`config.mk`:
```
export PLATFORM = sky130hd
export DESIGN_NAME = fct_tracker
export DESIGN_NICKNAME = d
export VERILOG_FILES = /design/src/rtl/fct_pkg.sv /design/src/rtl/fct_edge_sync.sv /design/src/rtl/fct_timebase.sv /design/src/rtl/fct_lock_fsm.sv /design/src/rtl/fct_tracker.sv
export SDC_FILE = /design/constraint.sdc
export NUM_CORES = 1
export LEC_CHECK = 0
export BUFFER_PORTS_ARGS = -buffer_cell sky130_fd_sc_hd__buf_2
export CAP_MARGIN = 20
export CELL_PAD_IN_SITES_DETAIL_PLACEMENT = 1
export CELL_PAD_IN_SITES_GLOBAL_PLACEMENT = 1
export CORE_ASPECT_RATIO = 0.75
export CORE_MARGIN = 3
export CORE_UTILIZATION = 45
export DETAILED_ROUTE_END_ITERATION = 10
export GPL_ROUTABILITY_DRIVEN = 0
export GPL_TIMING_DRIVEN = 0
export PLACE_DENSITY_LB_ADDON = 0.1
export SYNTH_ARGS = -nofsm -noshare
export SYNTH_HDL_FRONTEND = slang
export SYNTH_HIERARCHICAL = 1
export SYNTH_SLANG_ARGS = --single-unit
```
`constraint.sdc`:
```
create_clock -name clk -period 2.33 [get_ports clk]
set_input_delay 0 -clock clk [delete_from_list [all_inputs] [get_ports clk]]
set_output_delay 0 -clock clk [all_outputs]
set_load 0.02 [all_outputs]
```
`src/rtl/fct_pkg.sv`:
```
package fct_pkg;
    typedef enum logic [1:0] {
        ST_ACQ   = 2'd0,
        ST_TRACK = 2'd1,
        ST_LOCK  = 2'd2
    } trk_state_t;
endpackage

```
`src/rtl/fct_edge_sync.sv`:
```
module fct_edge_sync (
    input  logic clk,
    input  logic rst_n,
    input  logic din,
    output logic rise_o
);
    logic s1, s2, s3;

    always_ff @(posedge clk or negedge rst_n) begin
        if (!rst_n) begin
            s1 <= 1'b0;
            s2 <= 1'b0;
            s3 <= 1'b0;
        end else begin
            s1 <= din;
            s2 <= s1;
            s3 <= s2;
        end
    end

    assign rise_o = s2 & ~s3;


    single_rise_chk: assert property (@(posedge clk) disable iff (!rst_n)
        rise_o |=> !rise_o);
endmodule

```
`src/rtl/fct_timebase.sv`:
```
module fct_timebase #(
    parameter int FRAME_LEN = 16384,
    parameter int BIT_DIV   = 16,
    parameter int SLOT_CYC  = 128,
    localparam int FW  = $clog2(FRAME_LEN),
    localparam int BW  = $clog2(BIT_DIV),
    localparam int SCW = $clog2(SLOT_CYC),
    localparam int SLW = FW - SCW
) (
    input  logic          clk,
    input  logic          rst_n,
    input  logic          clk_rise_i,
    input  logic          frm_rise_i,
    output logic          bit_ce_o,
    output logic          frame_stb_o,
    output logic [SLW-1:0] slot_o,
    output logic [FW-1:0] fpos_o
);
    localparam logic [FW-1:0] F_LAST = FW'(FRAME_LEN - 1);
    localparam logic [BW-1:0] B_LAST = BW'(BIT_DIV - 1);

    logic [FW-1:0] fcnt;
    logic [BW-1:0] bcnt;

    always_ff @(posedge clk or negedge rst_n) begin
        if (!rst_n) begin
            fcnt <= '0;
        end else if (frm_rise_i) begin
            fcnt <= FW'(1);
        end else if (fcnt == F_LAST) begin
            fcnt <= '0;
        end else begin
            fcnt <= fcnt + FW'(1);
        end
    end

    always_ff @(posedge clk or negedge rst_n) begin
        if (!rst_n) begin
            bcnt <= '0;
        end else if (clk_rise_i) begin
            bcnt <= BW'(1);
        end else if (bcnt == B_LAST) begin
            bcnt <= '0;
        end else begin
            bcnt <= bcnt + BW'(1);
        end
    end

    assign bit_ce_o    = (bcnt == '0);
    assign frame_stb_o = (fcnt == '0);
    assign slot_o      = fcnt[FW-1:SCW];
    assign fpos_o      = fcnt;


    frame_realign_chk: assert property (@(posedge clk) disable iff (!rst_n)
        frm_rise_i |=> (fpos_o == FW'(1)) && !frame_stb_o);


    bit_realign_chk: assert property (@(posedge clk) disable iff (!rst_n)
        clk_rise_i |=> !bit_ce_o);


    slot_advance_chk: assert property (@(posedge clk) disable iff (!rst_n)
        (!frm_rise_i && frame_stb_o) |=> (slot_o == '0));
endmodule

```
`src/rtl/fct_lock_fsm.sv`:
```
module fct_lock_fsm
    import fct_pkg::*;
#(
    parameter int FRAME_LEN   = 16384,
    parameter int TOL         = 2,
    parameter int LOCK_FRAMES = 4,
    localparam int FW = $clog2(FRAME_LEN),
    localparam int GW = $clog2(FRAME_LEN + TOL + 2),
    localparam int CW = $clog2(LOCK_FRAMES + 1)
) (
    input  logic          clk,
    input  logic          rst_n,
    input  logic          frm_rise_i,
    input  logic [FW-1:0] fpos_i,
    input  logic          sel_chg_i,
    output logic          locked_o
);
    localparam logic [GW-1:0] GAP_LIM  = GW'(FRAME_LEN + TOL);
    localparam logic [CW-1:0] GOOD_END = CW'(LOCK_FRAMES - 1);

    trk_state_t    state, state_n;
    logic [CW-1:0] gcnt, gcnt_n;
    logic [GW-1:0] gap;
    logic          in_tol, miss, bad_edge;

    assign in_tol   = (int'(fpos_i) <= TOL) || (int'(fpos_i) >= FRAME_LEN - TOL);
    assign miss     = (state != ST_ACQ) && !frm_rise_i && (gap == GAP_LIM - GW'(1));
    assign bad_edge = frm_rise_i && !in_tol;

    always_ff @(posedge clk or negedge rst_n) begin
        if (!rst_n) begin
            gap <= '0;
        end else if (frm_rise_i) begin
            gap <= '0;
        end else if (gap != GAP_LIM) begin
            gap <= gap + GW'(1);
        end
    end

    always_comb begin
        state_n = state;
        gcnt_n  = gcnt;
        unique case (state)
            ST_ACQ: begin
                if (frm_rise_i) begin
                    state_n = ST_TRACK;
                    gcnt_n  = '0;
                end
            end
            ST_TRACK: begin
                if (miss || bad_edge) begin
                    gcnt_n = '0;
                end else if (frm_rise_i) begin
                    if (gcnt == GOOD_END) begin
                        state_n = ST_LOCK;
                        gcnt_n  = '0;
                    end else begin
                        gcnt_n = gcnt + CW'(1);
                    end
                end
            end
            ST_LOCK: begin
                if (miss || bad_edge) begin
                    state_n = ST_TRACK;
                    gcnt_n  = '0;
                end
            end
            default: begin
                state_n = ST_ACQ;
                gcnt_n  = '0;
            end
        endcase
        if (sel_chg_i) begin
            state_n = ST_ACQ;
            gcnt_n  = '0;
        end
    end

    always_ff @(posedge clk or negedge rst_n) begin
        if (!rst_n) begin
            state <= ST_ACQ;
            gcnt  <= '0;
        end else begin
            state <= state_n;
            gcnt  <= gcnt_n;
        end
    end

    always_comb begin
        locked_o = (state == ST_LOCK);
    end


    lock_rise_chk: assert property (@(posedge clk) disable iff (!rst_n)
        $rose(locked_o) |-> $past(frm_rise_i));


    bad_edge_chk: assert property (@(posedge clk) disable iff (!rst_n)
        bad_edge |=> !locked_o);


    miss_drop_chk: assert property (@(posedge clk) disable iff (!rst_n)
        miss |=> !locked_o);


    sel_drop_chk: assert property (@(posedge clk) disable iff (!rst_n)
        sel_chg_i |=> !locked_o);
endmodule

```
`src/rtl/fct_tracker.sv`:
```
module fct_tracker #(
    parameter int N_REF       = 6,
    parameter int FRAME_LEN   = 16384,
    parameter int BIT_DIV     = 16,
    parameter int SLOT_CYC    = 128,
    parameter int TOL         = 2,
    parameter int LOCK_FRAMES = 4,
    localparam int SELW = $clog2(N_REF),
    localparam int FW   = $clog2(FRAME_LEN),
    localparam int SLW  = FW - $clog2(SLOT_CYC)
) (
    input  logic            clk,
    input  logic            rst_n,
    input  logic [N_REF-1:0] ref_clk_i,
    input  logic [N_REF-1:0] ref_frm_i,
    input  logic [SELW-1:0] ref_sel_i,
    output logic            bit_ce_o,
    output logic            frame_stb_o,
    output logic [SLW-1:0]  slot_o,
    output logic            locked_o
);
    logic [SELW-1:0] sel_q;
    logic            sel_chg;
    logic            clk_mux, frm_mux;
    logic            clk_rise, frm_rise;
    logic [FW-1:0]   fpos;

    always_ff @(posedge clk or negedge rst_n) begin
        if (!rst_n) begin
            sel_q <= '0;
        end else begin
            sel_q <= ref_sel_i;
        end
    end

    assign sel_chg = (ref_sel_i != sel_q);

    always_comb begin
        clk_mux = 1'b0;
        frm_mux = 1'b0;
        for (int i = 0; i < N_REF; i++) begin
            if (sel_q == SELW'(i)) begin
                clk_mux = ref_clk_i[i];
                frm_mux = ref_frm_i[i];
            end
        end
    end

    fct_edge_sync u_clk_sync (
        .clk    (clk),
        .rst_n  (rst_n),
        .din    (clk_mux),
        .rise_o (clk_rise)
    );

    fct_edge_sync u_frm_sync (
        .clk    (clk),
        .rst_n  (rst_n),
        .din    (frm_mux),
        .rise_o (frm_rise)
    );

    fct_timebase #(
        .FRAME_LEN (FRAME_LEN),
        .BIT_DIV   (BIT_DIV),
        .SLOT_CYC  (SLOT_CYC)
    ) u_timebase (
        .clk         (clk),
        .rst_n       (rst_n),
        .clk_rise_i  (clk_rise),
        .frm_rise_i  (frm_rise),
        .bit_ce_o    (bit_ce_o),
        .frame_stb_o (frame_stb_o),
        .slot_o      (slot_o),
        .fpos_o      (fpos)
    );

    fct_lock_fsm #(
        .FRAME_LEN   (FRAME_LEN),
        .TOL         (TOL),
        .LOCK_FRAMES (LOCK_FRAMES)
    ) u_lock (
        .clk        (clk),
        .rst_n      (rst_n),
        .frm_rise_i (frm_rise),
        .fpos_i     (fpos),
        .sel_chg_i  (sel_chg),
        .locked_o   (locked_o)
    );


    reset_quiet_chk: assert property (@(posedge clk)
        !rst_n |-> !locked_o && (slot_o == '0));
endmodule

```
* Word level (Yosys, flattened, before mapping)
Cells that the tools add are included.
Storage, ports and cells: register bits 47, output and inout port bits 10
Cells by class: bitwise gates (word level) 4, reductions and logical operators 15, multiplexer cells 32, $add $sub $neg 4, order comparisons 2, equality and inequality tests 19
Operators with widths (count):
- two-way mux 15 bit | 2
- two-way mux 14 bit | 2
- two-way mux 3 bit | 6
- adder 15 x 1 -> 15 bit, second input constant | 1
- == test 15 bit, second input constant | 1
- inequality test 15 bit, second input constant | 1
- adder 14 x 1 -> 14 bit, second input constant | 1
- == test 14 bit, second input constant | 1
- greater-or-equal comparator 14 bit, second input constant | 1
- less-or-equal comparator 14 x 2 -> 1 bit, second input constant | 1
- logical NOT 14 bit | 1
- two-way mux 1 bit | 12
- two-way mux 2 bit | 6
- == test 3 x 2 -> 1 bit, second input constant | 3
- inequality test 3 x 2 -> 1 bit, second input constant | 3
- one-hot mux 3 bit (3 select lines) | 1
- two-way mux 4 bit | 2
- == test 3 bit, second input constant | 2
- one-hot mux 2 bit (3 select lines) | 1
- AND reduction 5 bit | 1
- adder 4 x 1 -> 4 bit, second input constant | 1
- == test 4 bit, second input constant | 1
- logical NOT 4 bit | 1
- inequality test 4 x 2 -> 1 bit, second input constant | 1
- 16 further kinds | 23

* Longest topological paths before layout
Gate-level depths: netlist (run 1).
depth in word-level cells 9, mapped depth 8, depth with buffers taken out 7

* Modules after synthesis
Netlist (run 1), hierarchy kept.
Modules (own cells, without submodules):
- fct_lock_fsm | area an instance 1187.4 µm², instances 1, cells an instance 132, seq. area each 500.5 µm²
- fct_timebase | area an instance 970.9 µm², instances 1, cells an instance 101, seq. area each 450.4 µm²
- fct_tracker | area an instance 214.0 µm², instances 1, cells an instance 19, seq. area each 75.1 µm²
- fct_edge_sync | area an instance 88.8 µm², instances 2, cells an instance 4, seq. area each 75.1 µm²

* Least setup slack after synthesis (run 1)
Ideal clock, no wire load.
path type flip-flop to flip-flop, start register u_lock.gap[0], end register u_lock.gcnt[0], setup time 0.141 ns, stages on the path, launching flop included 7, arrival 1.613 ns, period minus slack after synthesis 1.754 ns, path slack 0.576 ns, buffers on the path 0, required time 2.189 ns, cell sequence dfrtp_1 ha_1 nor2b_1 and4_4 a2111oi_1 a311o_1 o32ai_1
Between the ends: word-level cells in the longest chain between the ends 6, elaborated cells between the ends (all ways) 9
Ends and longest elaborated chain:
- start, declared | RTL line fct_lock_fsm.sv:23 | logic [GW-1:0] gap;
- start signal, assigned | RTL line fct_lock_fsm.sv:36 | gap <= gap + GW'(1);
- == test 15 bit (*) | RTL line fct_lock_fsm.sv:27 | assign miss = (state != ST_ACQ) && !frm_rise_i && (gap == GAP_LIM - GW'(1));
- logical AND 1 bit (*) | RTL line fct_lock_fsm.sv:27
- logical OR 1 bit (*) | RTL line fct_lock_fsm.sv:51, fct_lock_fsm.sv:63
- two-way mux 3 bit | RTL line fct_lock_fsm.sv:51 | if (miss || bad_edge) begin
- one-hot mux 3 bit (3 select lines) | RTL line fct_lock_fsm.sv:43 | unique case (state)
- two-way mux 3 bit | RTL line fct_lock_fsm.sv:73 | if (sel_chg_i) begin
- end signal, assigned | RTL line fct_lock_fsm.sv:85 | gcnt <= gcnt_n;
- end, declared | RTL line fct_lock_fsm.sv:22 | logic [CW-1:0] gcnt, gcnt_n;
Every way passes the cells marked *; elsewhere a longest branch is shown, timed or not. A chain may end at the register's enable or synchronous reset.

* Worst setup path in the final report (run 1)
start register u_lock.gap[1], end register u_lock.gcnt[1]
The elaborated chain is that of the path after synthesis.

==> impl_summary.md, run 1 <==
Worst setup path
The worst path required time is 2.51 ns. The highest net fanout along the worst path is 6. The critical path runs through a total of 7 cells. Counting both buffers and inverters, the worst setup path holds a total of 1.

The largest stage delay on the critical path is roughly 0.52 ns. The dominant delay contributor by cell family on the critical path is compound AO/OA/AOI/OAI gates. The critical path startpoint category is a register. The slowest stage of the critical path is the a2111oi_1 cell.

Measured in cells, the most critical reg-to-reg path has a length of 7. In this run the critical register-to-register path is launched from u_lock/gap[1]$_DFFE_PN0P_. The arrival time of the worst setup path is approximately 2.2 ns. The setup path with the least slack is of type reg -> reg. The capturing element type of the critical path is a register. Traced cell by cell, the critical path runs through inv_1 > ha_1 > nor2b_1 > and4_4 > a2111oi_1 > a311o_1 > o32ai_1.

The endpoint identified for the worst register-to-register timing path is u_lock/gcnt[1]$_DFFE_PN0P_. The flop-to-flop setup slack is about 0.35 ns.

CTS
In this run the post-CTS setup repair buffer count came out at 0. The clock slew seen by the registers of the worst setup and hold paths is approximately 0.090 ns. The deepest clock path buffer count is 2. The clock drives 47 sinks. CTS placed an instance of clkbuf_8 at the clock tree root. The number of H-tree branching levels is 2. TritonCTS built the clock tree. The clock reaches the later pin of the worst-skew pair after 0.31 ns. The number of buffers added by the clock tree synthesis step is 5.

Synth
The async set-reset flop share out of synthesis is 1.00. The count of distinct cell types in the synthesized netlist is 43. Summing every instance area after synthesis gives 2550 um2. The warning count from the yosys run is 6. Among all flip-flop cells after synthesis, the most frequent one is dfrtp_1. In this run, synthesis inferred 0 flip-flops with an integrated enable.

For this run, the register share of the synthesized area comes to 0.461. The synthesized design contains 47 register bits. The number of instances in the synthesized netlist is 260. Counting every net in the synthesized netlist gives around 290. The mean instance size in the synthesized netlist is between 9 and 10 um2.

Routing
The post-detailed-routing wire length is between 5 and 6 mm. Dividing the detail-routed via count by the number of cells gives 5.24. The remaining antenna violation count is 0.

Dividing the detail-routed wire length by the instance count gives 15.2 um. The iteration count of the initial detailed-routing pass is 4. The total via count in the routed design is 1,955. The DRC violation total after the first TritonRoute iteration is 86.

The remaining routing DRC violations is 0.

Min path
Counting instances, the worst hold path has a depth of 3. The worst hold path begins at ref_clk_i[0]. For hold timing, the worst endpoint is u_clk_sync/s1$_DFF_PN0_.

The worst hold path belongs to the class in -> reg.

Layout
0 antenna diodes ended up in the layout. In the layout the commonest cells are dfrtp_1 (47), nor2_1 (33), buf_2 (26), nand2_1 (20), xnor2_1 (19). In the final layout, the share of cells above drive strength 1 is 0.181. The final layout contains between 300 and 400 nets. Leaving out fill and tap cells, the most frequent cell in the layout is dfrtp_1. The synthesis-to-finish area growth is 14.4%. The post-layout instance count excluding filler cells is 373.

Run
The max-capacitance violation count is 0.

STA
Headroom to the max-slew limit came out at 0.678. The setup TNS after final layout is 0 ns. Between clock sinks in the finished design, the worst skew comes to around 0.013 ns. Derived from the worst setup path, the maximum achievable clock frequency is 504 MHz. The clock period minus worst slack is 1.98 ns. The transition time of the tightest slew-check pin is ~0.48 ns. The number of hold violations in the final report is 0. Setup repair after global routing left no endpoint under its margin. The share of the clock period used by the worst path is 0.851.

The number of slew-limit violations in the final report was 0. Setup violations remaining at the end of the flow were counted as 0.

Floorplanning
The overall die height is between 70 and 80 um. The number of rows created at floorplan is 23. The initial utilization of the core area, before any placement, comes to 0.471. The die footprint is approximately 6600 um2. After floorplanning, the core was sized to cover ~5400 um2.

For this design the top-level I/O count stands at 27. In this run the horizontal extent of the chip is 92.9 um.

Global routing
The via count of the first global-routing pass is approximately 2,100. The leftover overflow at the end of global routing is 0. For this run, the total global-route usage over all layers was measured as 0.187. The initial antenna violation count came to 0. The first global-routing pass estimated 9.87 mm of wire. Entering global routing, the biggest net connects 48 pins.

Placed design
The instance count after placement with tap cells included is 361. The half-perimeter wire length after placement is 4.08 mm. The count of input and output buffers is 26.

Power and ir drop
The worst-case IR drop observed on VDD is 0.000409 V. In this run the power density over the cells is 700 nW/um2. Summed over all cells, the static leakage comes to 1.30 nW.

Status
The flow ran to the end, and the final reports show no timing, DRC or antenna violations.
-- cells in the mapped netlist, drive strengths merged (2+ instances only) --
cell | n | share of area
buf | 8 | 0.025
nand3 | 15 | 0.031
a21oi | 7 | 0.014
nand2 | 20 | 0.029
nor2b | 8 | 0.026
clkbuf | 3 | 0.0044
o21a | 2 | 0.0059
nor2 | 33 | 0.049
mux2i | 6 | 0.024
a211oi | 4 | 0.012
o21bai | 2 | 0.010
inv | 15 | 0.022
xor2 | 8 | 0.027
nand4 | 9 | 0.022
nor3 | 8 | 0.016
nor4 | 8 | 0.025
o32ai | 2 | 0.0069
or3 | 3 | 0.0079
dfrtp | 47 | 0.46
a221oi | 2 | 0.0069
xnor2 | 19 | 0.065
or4 | 5 | 0.018
ha | 8 | 0.039
nor4b | 2 | 0.0093
and4 | 2 | 0.0079
o21ai | 6 | 0.012
-- through the flow --
| step | cell area [um2] | util | power, mW | hold WS (ns) | setup slack (ns) |
|---|---|---|---|---|---|
| final | 2920 | 0.539 | 2.04 | 0.0535 | 0.348 |
| after global routing | 2920 | 0.539 | 2.20 | 0.0559 | 0.154 |
| after CTS | 2900 | 0.535 | 2.06 | 0.0544 | 0.349 |
| after detailed placement | 2770 | 0.513 | 1.57 | 0.138 | 0.368 |
| after global placement | 2770 | 0.513 | 1.55 | 0.133 | 0.387 |
| after floorplan | 2550 | - | 1.40 | -0.296 | 0.576 |
-- worst register-to-register path: stages, from the launching register on --
cell and delay, ns:
dfrtp_1 0.44, inv_1 0.07, ha_1 0.17, nor2b_1 0.12, and4_4 0.20, a2111oi_1 0.52
a311o_1 0.23, o32ai_1 0.10
-- state kept, by name, indices dropped and copies added, names as in the netlist --
| signal | cells |
|---|---|
| u_lock/gap | 15 |
| u_timebase/bcnt | 4 |
| u_clk_sync/s2 | 1 |
| u_lock/gcnt | 3 |
| sel_q | 3 |
| u_clk_sync/s3 | 1 |
| u_frm_sync/s2 | 1 |
| u_lock/state | 2 |
| u_timebase/fpos_o | 14 |
| u_frm_sync/s3 | 1 |
| u_frm_sync/s1 | 1 |
| u_clk_sync/s1 | 1 |
-- final cells by class --
cell class              count  area (um2)
multi-input cells         187        1240
plain buffers              11        75.1
inverters                  15        56.3
well taps                  75        93.8
flip-flops and latches     47        1180
repair buffers             31         190
fillers                   635        2490
clock inverters             2        13.8
clock buffers               5        68.8
-- layer usage --
metal	wire length, um	GRT usage	part of all wire
met5	0	0	0
met4	57	0.0488	0.010
met3	208	0.0446	0.037
met2	2460	0.294	0.43
met1	2960	0.261	0.52
-- worst max-delay path by stage --
stage,slack [ns],startpoint,end
2_1_floorplan,0.58,u_lock/gap[0]$_DFFE_PN0P_,u_lock/gcnt[0]$_DFFE_PN0P_
3_3_place_gp,0.39,u_lock/gap[0]$_DFFE_PN0P_,u_lock/gcnt[1]$_DFFE_PN0P_
3_5_place_dp,0.37,u_lock/gap[1]$_DFFE_PN0P_,u_lock/gcnt[1]$_DFFE_PN0P_
4_1_cts,0.35,u_lock/gap[1]$_DFFE_PN0P_,u_lock/gcnt[1]$_DFFE_PN0P_
5_1_grt,0.15,u_lock/gap[1]$_DFFE_PN0P_,u_lock/gcnt[1]$_DFFE_PN0P_
6_report,0.35,u_lock/gap[1]$_DFFE_PN0P_,u_lock/gcnt[1]$_DFFE_PN0P_
-- what timing repair did --
action	4_1_cts	5_1_grt
endpoints found under the hold margin	50	0
gates resized for setup	0	0
hold buffers	4	0
-- report_power, final --
group	leakage [nW]	total [mW]	switching, mW	internal [mW]
Combinational	0.636	0.492	0.272	0.219
Clock	0.0440	0.482	0.277	0.206
Sequential	0.621	1.07	0.148	0.920
-- kinds of logic (layout without fill, tap and decap cells) --
family	Yosys count	count (layout)	synth area share
xor+xnor	27	27	0.0927
buf+inv	26	64	0.0515
fa+ha+maj	8	8	0.0393
mux	6	6	0.0236
flops	47	47	0.461
simple gates	117	117	0.251
compound gates	29	29	0.0810
No activity file was read; power rests on OpenSTA's default activity.
==> run 2, diff against run 1 <==
--- a/config.mk
+++ b/config.mk
@@ -6,10 +6,8 @@
 export NUM_CORES = 1
 export LEC_CHECK = 0
 export BUFFER_PORTS_ARGS = -buffer_cell sky130_fd_sc_hd__buf_2
-export CAP_MARGIN = 20
 export CELL_PAD_IN_SITES_DETAIL_PLACEMENT = 1
 export CELL_PAD_IN_SITES_GLOBAL_PLACEMENT = 1
-export CORE_ASPECT_RATIO = 0.75
 export CORE_MARGIN = 3
 export CORE_UTILIZATION = 45
 export DETAILED_ROUTE_END_ITERATION = 10
==> impl_summary.md, run 2 (synthesis gave the netlist of run 1 again) <==
Global routing
The initial antenna violation count came to 0. For this run, the total global-route usage over all layers was measured as 0.187. The maximum number of pins on one net before global-route repair is 48. The via count of the first global-routing pass is 2,022. The total overflow left after global routing is 0. The wire length of the first global-routing pass is 9.54 mm.

Layout
The repair_antennas step left the layout with diodes totalling 0. Of the cells placed in the final design, the portion with a size suffix greater than 1 is 0.181. Counting flops per register, the top entry is u_lock/gap. After filler insertion, the fill cell instance count of the layout stands at 615. The register with the most flip-flops in the layout has 15 of them. The post-layout instance count excluding filler cells is between 300 and 400. The most common cell after layout, fill and taps aside is dfrtp_1. In the layout the commonest cells are dfrtp_1 (47), nor2_1 (33), buf_2 (26), nand2_1 (20), xnor2_1 (19). Relative to the synthesized area, the layout overhead comes to 14.2%. After the last flow step, the layout net total stands at around 320.

Routing
The post-detailed-routing wire length is between 5 and 6 mm. Before antenna repair, the detailed router went through 4 iterations. After detailed routing, the average wire length per cell comes to 14.4 um. The remaining routing DRC violations is 0. The count of nets left with antenna violations once routing finished came out at 0. The number of vias per cell after detailed routing is roughly 5.3. The DRC violation total after the first TritonRoute iteration is 45.

Summing over every cut layer, the via total after detailed routing is ~2,000.

Power and ir drop
The clock power share is 0.258. The proportion of total power due to net switching is 0.324. Across the VDD grid, the largest voltage drop is 0.000318 V. The internal portion of the total power is about 1.4 mW. The share of power burned in registers is 0.512. The analysis attributes to cell leakage a power of around 1.3 nW.

The areal power density over the cells is ~710 nW/um2. The combinational power share is 0.230. The net load switching power is 0.675 mW.

Min path
The start point of the worst hold path is ref_frm_i[0]. The tightest min-delay check is of the in -> reg type. The worst hold path passes through 3 cells.

Worst setup path
The number of cells on the worst reg-to-reg path is 5. The setup path with the least slack is of type reg -> reg. The worst reg2reg path endpoint is u_lock/gcnt[0]$_DFFE_PN0P_. STA classifies the critical path endpoint as a register. The critical path startpoint category is a register. In this run the critical register-to-register path is launched from u_timebase/fpos_o[3]$_DFF_PN0_.

The flop-to-flop setup slack is 0.34 ns. The highest net fanout along the worst path is 8. The arrival time of the worst setup path is ~2.2 ns.

The most critical setup path has its startpoint at u_timebase/fpos_o[3]$_DFF_PN0_. In this run the worst setup path terminates at u_lock/gcnt[0]$_DFFE_PN0P_. The worst path required time is 2.52 ns.

STA
After routing, the total negative slack on setup checks comes to 0 ns. The smallest hold slack is a little over 0.06 ns. Setup violations remaining at the end of the flow were counted as 0. At the pin with the least slew margin, the transition time is 1.04 ns. The worst max-slew margin expressed relative to the limit is 0.307.

For this run, the top clock speed supported by timing is 503 MHz. The number of slew-limit violations in the final report was 0. The number of hold violations in the final report was 0. The share of the clock period used by the worst path is 0.853. Counting I/O delays and the setup requirement, the final critical path takes 1.99 ns. Setup repair after global routing left no endpoint under its margin. Across the routed clock network, the largest skew measured is 0.0102 ns.

The worst path setup slack after routing is 0.342 ns.

CTS
For the worst-skew pair, the clock arrives at the later sink with an insertion delay of roughly 0.3 ns. The longest clock path from root to sink contains 2 buffers. The number of sinks driven by the clock tree is 47. CTS placed an instance of clkbuf_8 at the clock tree root. TritonCTS built the clock tree. Clock-pin slew was measured on the worst setup and hold paths at 0.09 ns.

The number of H-tree branching levels is 2. The number of buffers added by the clock tree synthesis step is 5. After clock tree synthesis, the repair step resized 0 gates.

Placed design
Port buffering added 26 buffers. At the placement stage, the worst setup path has a slack of 0.373 ns. The instance count after placement with tap cells included is between 300 and 400.

The half-perimeter wire length after placement is 3.85 mm.

Status
The run finished with clean final reports.

Floorplanning
The die footprint is 6610 um2. The starting utilization of the core area is 0.481. In this run the count of I/O pins placed on the die edge is 27. Measured along the y axis, the die boundary spans approximately 80 um. Row generation in the floorplan step produced 26 rows. The core region is 5300 um2. The width of the die is 81.3 um.

Run
The tool flagged a number of max-cap violations equal to 0.
==> run 2: cell count changes in the layout (fill, tap and decap cells not counted), sizes merged <==
cell | before | now
buf | 35 | 34
clkbuf | 8 | 10
clkinv | 2 | 0
clkinvlp | 0 | 1
==> run 2: power by group through the flow <==
stage,combinational [mW],clock (mW),sequential [mW]
floorplan,0.359,0,1.05
global placement,0.460,0,1.08
detailed placement,0.475,0,1.08
CTS,0.484,0.573,1.07
global route,0.569,0.603,1.09
finish,0.479,0.538,1.06
==> run 2: worst min path at each step <==
stage	slack (ns)	end
after floorplan	-0.30	sel_q[0]$_DFF_PN0_
after global placement	0.13	sel_q[0]$_DFF_PN0_
after detailed placement	0.13	sel_q[0]$_DFF_PN0_
after CTS	0.04	u_frm_sync/s1$_DFF_PN0_
after global routing	0.05	u_clk_sync/s1$_DFF_PN0_
final	0.06	u_frm_sync/s1$_DFF_PN0_
==> run 2: layer usage <==
| metal | share of wire | track usage |
|---|---|---|
| met5 | 0 | 0 |
| met4 | 0.015 | 0.0709 |
| met3 | 0.029 | 0.0299 |
| met2 | 0.50 | 0.302 |
| met1 | 0.46 | 0.250 |
==> run 2: layout make-up <==
type | count | area [um2] | area share
Clock inverter | 1 | 7.51 | 0.00258
Timing Repair Buffer | 30 | 170 | 0.0584
Tap cell | 70 | 87.6 | 0.0301
Multi-Input combinational cell | 187 | 1240 | 0.427
Clock buffer | 7 | 96.3 | 0.0331
Inverter | 15 | 56.3 | 0.0193
Sequential cell | 47 | 1180 | 0.404
Buffer | 11 | 75.1 | 0.0258
==> run 2: timing repair <==
action                                 4_1_cts  5_1_grt
buffers inserted                             0        0
hold buffers                                 4        0
endpoints found under the hold margin       50        0
==> run 2: metrics by stage <==
step	utilization	area, um2	total power, mW
6_report	0.549	2910	2.08
3_5_place_dp	0.522	2770	1.56
3_3_place_gp	0.522	2770	1.53
2_1_floorplan	-	2550	1.40
4_1_cts	0.549	2910	2.12
5_1_grt	0.549	2910	2.26
==> run 2: worst max-delay path: stages (launching register included) <==
cell,delay (ns)
dfrtp_1,0.52
nand4_1,0.15
or4_4,0.58
nand3_1,0.16
nand4_1,0.15
o32ai_1,0.32
